`src/rtl/phase_tic.sv`:
```
module phase_tic #(
  parameter int CNT_W       = 24,
  parameter int ACC_W       = 32,
  parameter int SYNC_STAGES = 2
) (
  input  logic                    clk,
  input  logic                    rst_n,
  input  logic                    phase_win,
  input  logic                    sec_tick,
  input  logic                    upd_tick,
  output logic [CNT_W-1:0]        sec_count,
  output logic                    sec_ovf,
  output logic                    sec_valid,
  output logic signed [ACC_W-1:0] sum_out,
  output logic                    sum_valid
);
  localparam logic [CNT_W-1:0] CNT_MAX = '1;
  localparam int PAD_W = ACC_W - CNT_W;

  logic en;

  generate
    if (SYNC_STAGES == 0) begin : g_nosync
      assign en = phase_win;
    end else begin : g_sync
      logic [SYNC_STAGES-1:0] sync_q;
      always_ff @(posedge clk) begin
        if (!rst_n) sync_q <= '0;
        else        sync_q <= {sync_q[SYNC_STAGES-2:0], phase_win};
      end
      assign en = sync_q[SYNC_STAGES-1];
    end
  endgenerate

  logic [CNT_W-1:0] cnt;
  logic             ovf;
  logic             at_max;
  logic [CNT_W-1:0] cnt_nxt;
  logic             ovf_nxt;

  assign at_max  = (cnt == CNT_MAX);
  assign cnt_nxt = (en && !at_max) ? cnt + 1'b1 : cnt;
  assign ovf_nxt = ovf | (en & at_max);

  always_ff @(posedge clk) begin
    if (!rst_n) begin
      cnt       <= '0;
      ovf       <= 1'b0;
      sec_count <= '0;
      sec_ovf   <= 1'b0;
      sec_valid <= 1'b0;
    end else begin
      sec_valid <= sec_tick;
      if (sec_tick) begin
        sec_count <= cnt_nxt;
        sec_ovf   <= ovf_nxt;
        cnt       <= '0;
        ovf       <= 1'b0;
      end else begin
        cnt <= cnt_nxt;
        ovf <= ovf_nxt;
      end
    end
  end

  logic signed [ACC_W-1:0] acc;
  logic signed [ACC_W-1:0] reading;
  logic signed [ACC_W-1:0] acc_nxt;

  assign reading = $signed({{PAD_W{1'b0}}, sec_count});
  assign acc_nxt = sec_valid ? acc + reading : acc;

  always_ff @(posedge clk) begin
    if (!rst_n) begin
      acc       <= '0;
      sum_out   <= '0;
      sum_valid <= 1'b0;
    end else begin
      sum_valid <= upd_tick;
      if (upd_tick) begin
        sum_out <= acc_nxt;
        acc     <= '0;
      end else begin
        acc <= acc_nxt;
      end
    end
  end

  initial begin
    assert (SYNC_STAGES == 0 || SYNC_STAGES == 2 || SYNC_STAGES == 3);
    assert (ACC_W > CNT_W);
  end

  p_hold_r9: assert property (@(posedge clk) disable iff (!rst_n)
    (!en && !sec_tick) |=> $stable(cnt));

  p_no_wrap_r5: assert property (@(posedge clk) disable iff (!rst_n)
    (at_max && !sec_tick) |=> (cnt == CNT_MAX));

  p_ovf_at_max_r5: assert property (@(posedge clk) disable iff (!rst_n)
    (sec_valid && sec_ovf) |-> (sec_count == CNT_MAX));

  p_clear_r3: assert property (@(posedge clk) disable iff (!rst_n)
    sec_tick |=> (cnt == '0 && !ovf));

  p_sec_strobe_r4: assert property (@(posedge clk) disable iff (!rst_n)
    sec_tick |=> sec_valid);

  p_sec_quiet_r4: assert property (@(posedge clk) disable iff (!rst_n)
    !sec_tick |=> !sec_valid);

  p_sum_strobe_r7: assert property (@(posedge clk) disable iff (!rst_n)
    upd_tick |=> (sum_valid && acc == '0));

  p_sum_quiet_r7: assert property (@(posedge clk) disable iff (!rst_n)
    !upd_tick |=> (!sum_valid && $stable(sum_out)));
endmodule

```
`config.mk`:
```
export PLATFORM = sky130hd
export DESIGN_NAME = phase_tic
export DESIGN_NICKNAME = d
export VERILOG_FILES = /design/src/rtl/phase_tic.sv
export SDC_FILE = /design/constraint.sdc
export NUM_CORES = 1
export LEC_CHECK = 0
export ABC_AREA = 1
export ABC_CLOCK_PERIOD_IN_PS = 3500
export CORE_MARGIN = 4
export CORE_UTILIZATION = 63
export CTS_CLUSTER_SIZE = 28
export DETAILED_ROUTE_END_ITERATION = 8
export PLACE_DENSITY = 0.86
export SKIP_CTS_REPAIR_TIMING = 1
export SLEW_MARGIN = 25
export SYNTH_ARGS = -nofsm -noshare
export SYNTH_HDL_FRONTEND = slang
export SYNTH_SLANG_ARGS = --single-unit
```
`constraint.sdc`:
```
create_clock -name clk -period 3.5 [get_ports clk]
set_clock_uncertainty 0.2 [all_clocks]
set_input_delay 0.525 -clock clk [delete_from_list [all_inputs] [get_ports clk]]
set_output_delay 0.525 -clock clk [all_outputs]
set_load 0.05 [all_outputs]
```
---- Word level (Yosys, flattened, before mapping) ----
Index checks and enable logic that the tools add are counted.
storage, ports and cells
  bits in registers ....................... 118
  output and inout port bits .............. 59
cells by class
  $add $sub $neg .......................... 2
  equal/unequal tests ..................... 1
  mux-type cells .......................... 2
  bitwise gates (word level) .............. 3
  reductions and logical operators ........ 4
operators by type and width
  kind                                                              count
  32-bit by 25-bit adder with 32-bit output                         1
  32-bit 2-to-1 mux                                                 1
  24-bit by 1-bit adder with 24-bit output (second input constant)  1
  24-bit == test (second input constant)                            1
  24-bit 2-to-1 mux                                                 1
  2-bit OR reduction                                                2
  1-bit bitwise AND                                                 1
  1-bit logical AND                                                 1
  1-bit logical NOT                                                 1
  1-bit NOT                                                         1
  1-bit bitwise OR                                                  1

---- Depth between registers and ports, before layout ----
Gate-level depths: netlist (run 1).
  depth in word-level cells ............... 4
  depth in mapped cells ................... 15
  gate-level depth less buffers ........... 15

---- Least setup slack after synthesis (run 1) ----
Ideal clock, no wire load.
  path kind ............................... register to register
  from .................................... register sec_count[0]
  to ...................................... register sum_out[24]
  library setup time ...................... 113 ps
  arrival ................................. 2047 ps
  required time ........................... 3187 ps
  path slack .............................. 1140 ps
  cell stages (with the launch flop) ...... 14
  buffers on the path ..................... 0
  clock period less this slack ............ 2360 ps
  cell sequence ........................... dfxtp_1 > ha_1 > fa_1 > nand2_1 > a21oi_1 > nand2_1 > nand2_1 > nand3_1 > nand3_1 > nand2_1 > nand2_1 > nand2_1 > nand2_1 > nand2_1
on the way
  longest elaborated chain between the ends .. 2
RTL lines
  what                                       line  source
  start: declaration                         11    output logic [CNT_W-1:0] sec_count,
  start signal: assignment                   55    sec_count <= cnt_nxt;
  32-bit by 25-bit adder with 32-bit output  71    assign acc_nxt = sec_valid ? acc + reading : acc;
  32-bit 2-to-1 mux                          71
  end signal: assignment                     81    sum_out <= acc_nxt;
  end: declaration                           14    output logic signed [ACC_W-1:0] sum_out,
No other way between the ends.
A chain may end at the register's enable or synchronous reset.

---- Worst setup path after layout (run 1) ----
  from .................................... register sec_count[1]
  to ...................................... output sec_count[1]
No word-level cell between the ends.

==> impl_metrics.tcl, run 1 <==
set metrics [dict create \
    fin_util_pct 78.01 \
    tritoncts "built" \
    drive_gt1_share_pct 5.724 \
    drt-initial-drc-count 559 \
    path_delay_family "buffers and inverters" \
    syn_area_sq_um 6800 \
    via_count 6829 \
    clock.fmax_ghz 0.3914 \
    final_antenna_net_count 0 \
    ys_types 33 \
    finalNetCount 1173 \
    ctsRootBufferMaster "clkbuf_8" \
    slowest_delay_ns 0.85 \
    path_class "flip-flop to output port" \
    worst_slew_pin_slew_ns 0.8010 \
    clock_latency_ns 0.54 \
    dpl.cell_count 1259 \
    initial_core_util_pct 65.29 \
    dieArea_sq_um 12520 \
    gp_congestion 0.9983 \
    h-tree-depth 4 \
    hold_path.class "flip-flop to flip-flop" \
    cp_max_fo 4 \
    floorplan.die.height_um 111.9 \
    post-route-min-period_ns 2.555 \
    synth.yosys.seq_area_share_pct 34.74 \
    async_flop_share_pct 0 \
    synth_edf_count 0 \
    power_w 0.003460 \
    syn_inst 1082 \
    power_leakage_nw 3.938 \
    syn-num-nets 1113 \
    yosys.area.top_type_share_pct 34.74 \
    synthTopCellsByCount "nand2_1 (455), inv_1 (126), dfxtp_1 (118)" \
    synth-seq-cells 118 \
    grt.overflow.total 0 \
    cp-start-kind "flip-flop" \
    diodes 0 \
    grt_pass1_wl_um 31010 \
    antenna_found_initial 0 \
    drt_pass1_iterations 5 \
    io-pin-count 64 \
    wl_per_cell_um 14.42 \
    wl_um 18590 \
    cp.required_ns 2.77 \
    timing.final.crit_share_pct 73.00 \
    register_area_sq_um 2364 \
    slew_headroom_pct 46.54 \
    grt_start_max_net_pins 61 \
    endpoint_kind "output port" \
    slowest_stage "clkdlybuf4s50_1" \
    p_per_area_nw_per_um2 425.8 \
    fin_setup_tns_ns 0 \
    fp.coreArea_sq_um 10420 \
    drv_slew 0 \
    synth_top_area_cell "dfxtp_1" \
    die_w_um 111.9 \
    outcome "completed" \
    numCtsBuffers 17 \
    cts.sinks 118 \
    grt_util_all_layers_pct 30.78 \
    synth_most_common_cell "nand2_1" \
    fill_cells 828 \
    cap_violations 0 \
    post-dp-hpwl_um 13320 \
    multiInputGateArea_sq_um 3827 \
    clockBufferDepth 2 \
    synth_area_leaders "dfxtp_1 (35%), nand2_1 (25%), inv_1 (7.0%), nor2_1 (5.1%), ha_1 (4.6%)" \
    yosys_warnings 0 \
    path_cells "clkdlybuf4s50_1" \
    drc_errors 0 \
    vias_per_cell 5.298 \
    instances_no_fill 1289 \
    synth_area_per_cell_sq_um 6.285 \
    clkTransAtPathRegs_ns 0.06 \
    rsz0062_at_grt "no" \
    port_buffers 63 \
    ys.flop_type "dfxtp_1" \
    cp.arrival_ns 1.83 \
    grt_pass1_vias 6331 \
    worstPathBufferInverterCount 1 \
    setup_violations 0 \
    final_hold_viol_count 0 \
    max-vdd-ir-drop_v 0.0003851 \
    area_growth_pct 19.48 \
    placementRows 37 \
]
## layout make-up
class,count,share of cell area (%)
Multi-Input combinational cell,810,47.11
Sequential cell,118,29.09
Timing Repair Buffer,66,8.038
Inverter,129,5.990
Clock buffer,21,5.528
Clock inverter,9,2.156
Tap cell,136,2.094
## state kept, by name (all words and copies together), names as in the netlist
signal,cells
acc,32
cnt,24
g_sync.sync_q,2
ovf,1
sec_count,24
sec_ovf,1
sec_valid,1
sum_out,32
sum_valid,1
## cells in the final DEF (no fill, tap or decap), types with 2 or more instances in the layout
| cell | n |
|---|---|
| nand2_1 | 455 |
| xor2_1 | 14 |
| inv_1 | 125 |
| nand3b_1 | 6 |
| buf_4 | 3 |
| clkdlybuf4s50_1 | 63 |
| and2_1 | 7 |
| nand4_1 | 14 |
| inv_2 | 2 |
| ha_1 | 25 |
| clkbuf_16 | 16 |
| or2_2 | 15 |
| mux2i_1 | 2 |
| clkinvlp_4 | 2 |
| nor4_1 | 3 |
| bufinv_16 | 5 |
| nor3_1 | 11 |
| o21ai_0 | 30 |
| o21bai_1 | 3 |
| nand3_1 | 53 |
| nand2_2 | 11 |
| clkinv_2 | 2 |
| clkbuf_1 | 2 |
| xnor2_1 | 17 |
| nor3_4 | 2 |
| dfxtp_1 | 117 |
| clkbuf_8 | 3 |
| nor2_1 | 91 |
| a21oi_1 | 45 |
## logic make-up (layout without fill, tap and decap cells)
logic type,count (synthesis),after routing,share of synthesized area [%]
AND/OR/NAND/NOR,671,671,40.90
buffers and inverters,154,225,9.016
XOR/XNOR,31,31,3.993
adder cells (fa/ha/maj),26,26,4.894
AO/OA/AOI/OAI,80,80,6.164
flip-flops,118,118,34.74
multiplexers,2,2,0.2944
## per-layer routing
metal / vias up / track usage, % / share of wire [%] / routed length [um]
li1: 3471 / - / - / -
met2: 235 / 46.08 / 43 / 7918
met5: - / 0 / 0 / 0
met3: 35 / 8.098 / 7.2 / 1333
met1: 3088 / 42.70 / 48 / 8933
met4: 0 / 11.27 / 2.2 / 402
## stage by stage
step	hold WS (ns)	area, sq um	setup slack [ns]
after detailed placement	0.2413	7501	0.7703
final	0.2518	8125	0.9450
after CTS	0.2532	8125	0.9191
after floorplan	0.1900	6800	1.140
after global routing	0.2746	8125	0.6947
after global placement	0.2366	7501	0.8463
## report_power, final
| part | internal, W | total (W) | switching, W |
|---|---|---|---|
| Combinational | 0.0000627 | 0.000210 | 0.000147 |
| Clock | 0.00125 | 0.00187 | 0.000614 |
| Sequential | 0.00137 | 0.00138 | 0.0000128 |
## worst paths after layout
kind | from | endpoint | slack, ns | cells after the start
max | sec_count[1]$_SDFFE_PN0P_ | sec_count[1] | 0.95 | 1
min reg2reg | sum_out[21]$_SDFFE_PN0P_ | sum_out[21]$_SDFFE_PN0P_ | 0.25 | 2
max reg2reg | cnt[0]$_SDFF_PP0_ | sec_count[23]$_SDFFE_PN0P_ | 0.95 | 12
min | sum_out[21]$_SDFFE_PN0P_ | sum_out[21]$_SDFFE_PN0P_ | 0.25 | 2
(Power assumes the default switching activity.)
==> run 2, diff against run 1 <==
- ABC_CLOCK_PERIOD_IN_PS: 3500 -> 2100
- CORE_UTILIZATION: 63 -> 52
- PLACE_DENSITY: 0.86 -> 0.75
- clock period: 3.5 -> 2.1 ns (I/O delays scaled with it)
==> impl_metrics.tcl, run 2 (synthesis gave the netlist of run 1 again) <==
set metrics [dict create \
    area_growth_pct 47.95 \
    grt_use_met1_pct 38.21 \
    fin_util_pct 79.08 \
    outcome "finished with violations" \
    ctsRootBufferMaster "clkbuf_16" \
    grt_busiest_layer "met2" \
    fill_cells 874 \
    grt_pass1_vias 6807 \
    io-pin-count 64 \
    finalNetCount 1285 \
    via_count 7625 \
    rsz0062_at_grt "yes" \
    fin_setup_tns_ns -0.7332 \
    diodes 0 \
    timing.rr.start "sec_count[0]$_SDFFE_PN0P_" \
    min_to "g_sync.sync_q[0]$_SDFF_PN0_" \
    placementRows 41 \
    max-vdd-ir-drop_v 0.0006311 \
    drt_pass1_iterations 7 \
    grt_start_max_net_pins 28 \
    clock_latency_ns 0.43 \
    hold_path.class "input port to flip-flop" \
    grt.overflow.total 0 \
    hold_depth 3 \
    r2r_slack_ns -0.11 \
    worst_slew_pin_slew_ns 0.6882 \
    drv_slew 0 \
    violations "setup timing" \
    wl_um 22830 \
    use_met3_pct 5.207 \
    worst-r2r-cell-count 12 \
    clkTransAtPathRegs_ns 0.06 \
    fin_area_sq_um 10060 \
    floorplan.die.height_um 122.4 \
    grt_util_met2_pct 44.76 \
    mostFrequentLayoutCells "nand2_1 (405), inv_1 (121), buf_4 (118)" \
    drive_gt1_share_pct 29.44 \
    fp.coreArea_sq_um 12720 \
    cp.arrival_ns 2.33 \
    slew_headroom_pct 54.12 \
    setup_violations 11 \
    die_w_um 122.4 \
    layout_commonest_cell "nand2_1" \
    path_class "flip-flop to flip-flop" \
    initial_core_util_pct 53.45 \
    clock.fmax_ghz 0.4529 \
    endpoint_kind "flip-flop" \
    timing.final.crit_share_pct 105.1 \
    drc_errors 0 \
    cp_max_fo 4 \
    grt_pass1_wl_um 32740 \
    wl_per_cell_um 15.86 \
    multiInputGateArea_sq_um 4618 \
    final_antenna_net_count 0 \
    grt_util_all_layers_pct 28.11 \
    p_per_area_nw_per_um2 598.7 \
    clockBufferDepth 2 \
    numCtsBuffers 17 \
    timing.final.ws_setup_ns -0.1080 \
    power_leakage_nw 5.434 \
    gp_congestion 1.040 \
    drt-initial-drc-count 573 \
    cap_violations 0 \
    cp-start-kind "flip-flop" \
    dieArea_sq_um 14970 \
    port_buffers 63 \
    cts.sinks 118 \
    cp.required_ns 2.22 \
    reg_top3 "acc (32), sum_out (32)" \
    final_hold_viol_count 0 \
    register_area_sq_um 2409 \
    post-route-min-period_ns 2.208 \
    hp-start "phase_win" \
    antenna_found_initial 0 \
    vias_per_cell 5.299 \
    tritoncts "built" \
    dpl_cell_area_sq_um 8317 \
    post-dp-hpwl_um 14950 \
    h-tree-depth 4 \
    r2r_end "sum_out[14]$_SDFFE_PN0P_" \
]
run 2: through the flow:
| step | hold WS, ns | std cells | total power [W] | setup WS, ns |
|---|---|---|---|---|
| global route | 0.2417 | 1439 | 0.006164 | -0.1726 |
| finish | 0.2129 | 1439 | 0.006023 | -0.1080 |
| floorplan | 0.1900 | 1082 | 0.002594 | 0.0005890 |
| CTS | 0.2121 | 1423 | 0.005956 | -0.1966 |
| detailed placement | 0.2075 | 1391 | 0.002741 | -0.1548 |
| global placement | 0.2048 | 1391 | 0.002736 | -0.1431 |
run 2: how the worst max path moves through the flow:
stage,from,endpoint,depth (start not counted)
after floorplan,sec_count[21]$_SDFFE_PN0P_,sum_out[30]$_SDFFE_PN0P_,13
after global placement,sec_count[0]$_SDFFE_PN0P_,sum_out[14]$_SDFFE_PN0P_,12
after detailed placement,sec_count[0]$_SDFFE_PN0P_,sum_out[14]$_SDFFE_PN0P_,12
after CTS,sec_count[0]$_SDFFE_PN0P_,sum_out[14]$_SDFFE_PN0P_,12
after global routing,sec_count[0]$_SDFFE_PN0P_,acc[18]$_SDFF_PP0_,14
final,sec_count[0]$_SDFFE_PN0P_,sum_out[14]$_SDFFE_PN0P_,12
run 2: routing by layer:
layer	wire, um	up-vias	part of all wire (%)
met5	0	-	0
met4	669	0	2.9
met3	1732	63	7.6
met2	10870	338	48
met1	9558	3530	42
li1	-	3694	-
run 2: final cells by class:
type	instances	area share (%)
tap	172	2.139
multi-input combinational	810	45.90
timing repair buffer	178	16.65
sequential	118	23.94
inverter	129	4.887
clock buffer	17	4.228
clock inverter	15	2.251
run 2: worst max-delay path, cell delays in order (launching register included):
cell and delay (ns):
dfxtp_4 0.35, ha_4 0.17, fa_2 0.42, nand2_4 0.10, nand2_2 0.06, nand3_2 0.10, nand2_4 0.10, nand2_4 0.08
nand2_4 0.07, xnor2_4 0.21, nand2_2 0.08, nand3_2 0.10, nand2_1 0.06
run 2: report_power, final:
group / total [W] / switching, W / internal [W]
clock: 0.00326 / 0.00115 / 0.00211
sequential: 0.00232 / 0.0000392 / 0.00228
combinational: 0.000450 / 0.000281 / 0.000169
==> run 3, diff against run 2 <==
- SLEW_MARGIN: 25 -> unset
==> results of run 3 <==
Final layout, timing and power as in run 2 (identical DEF).
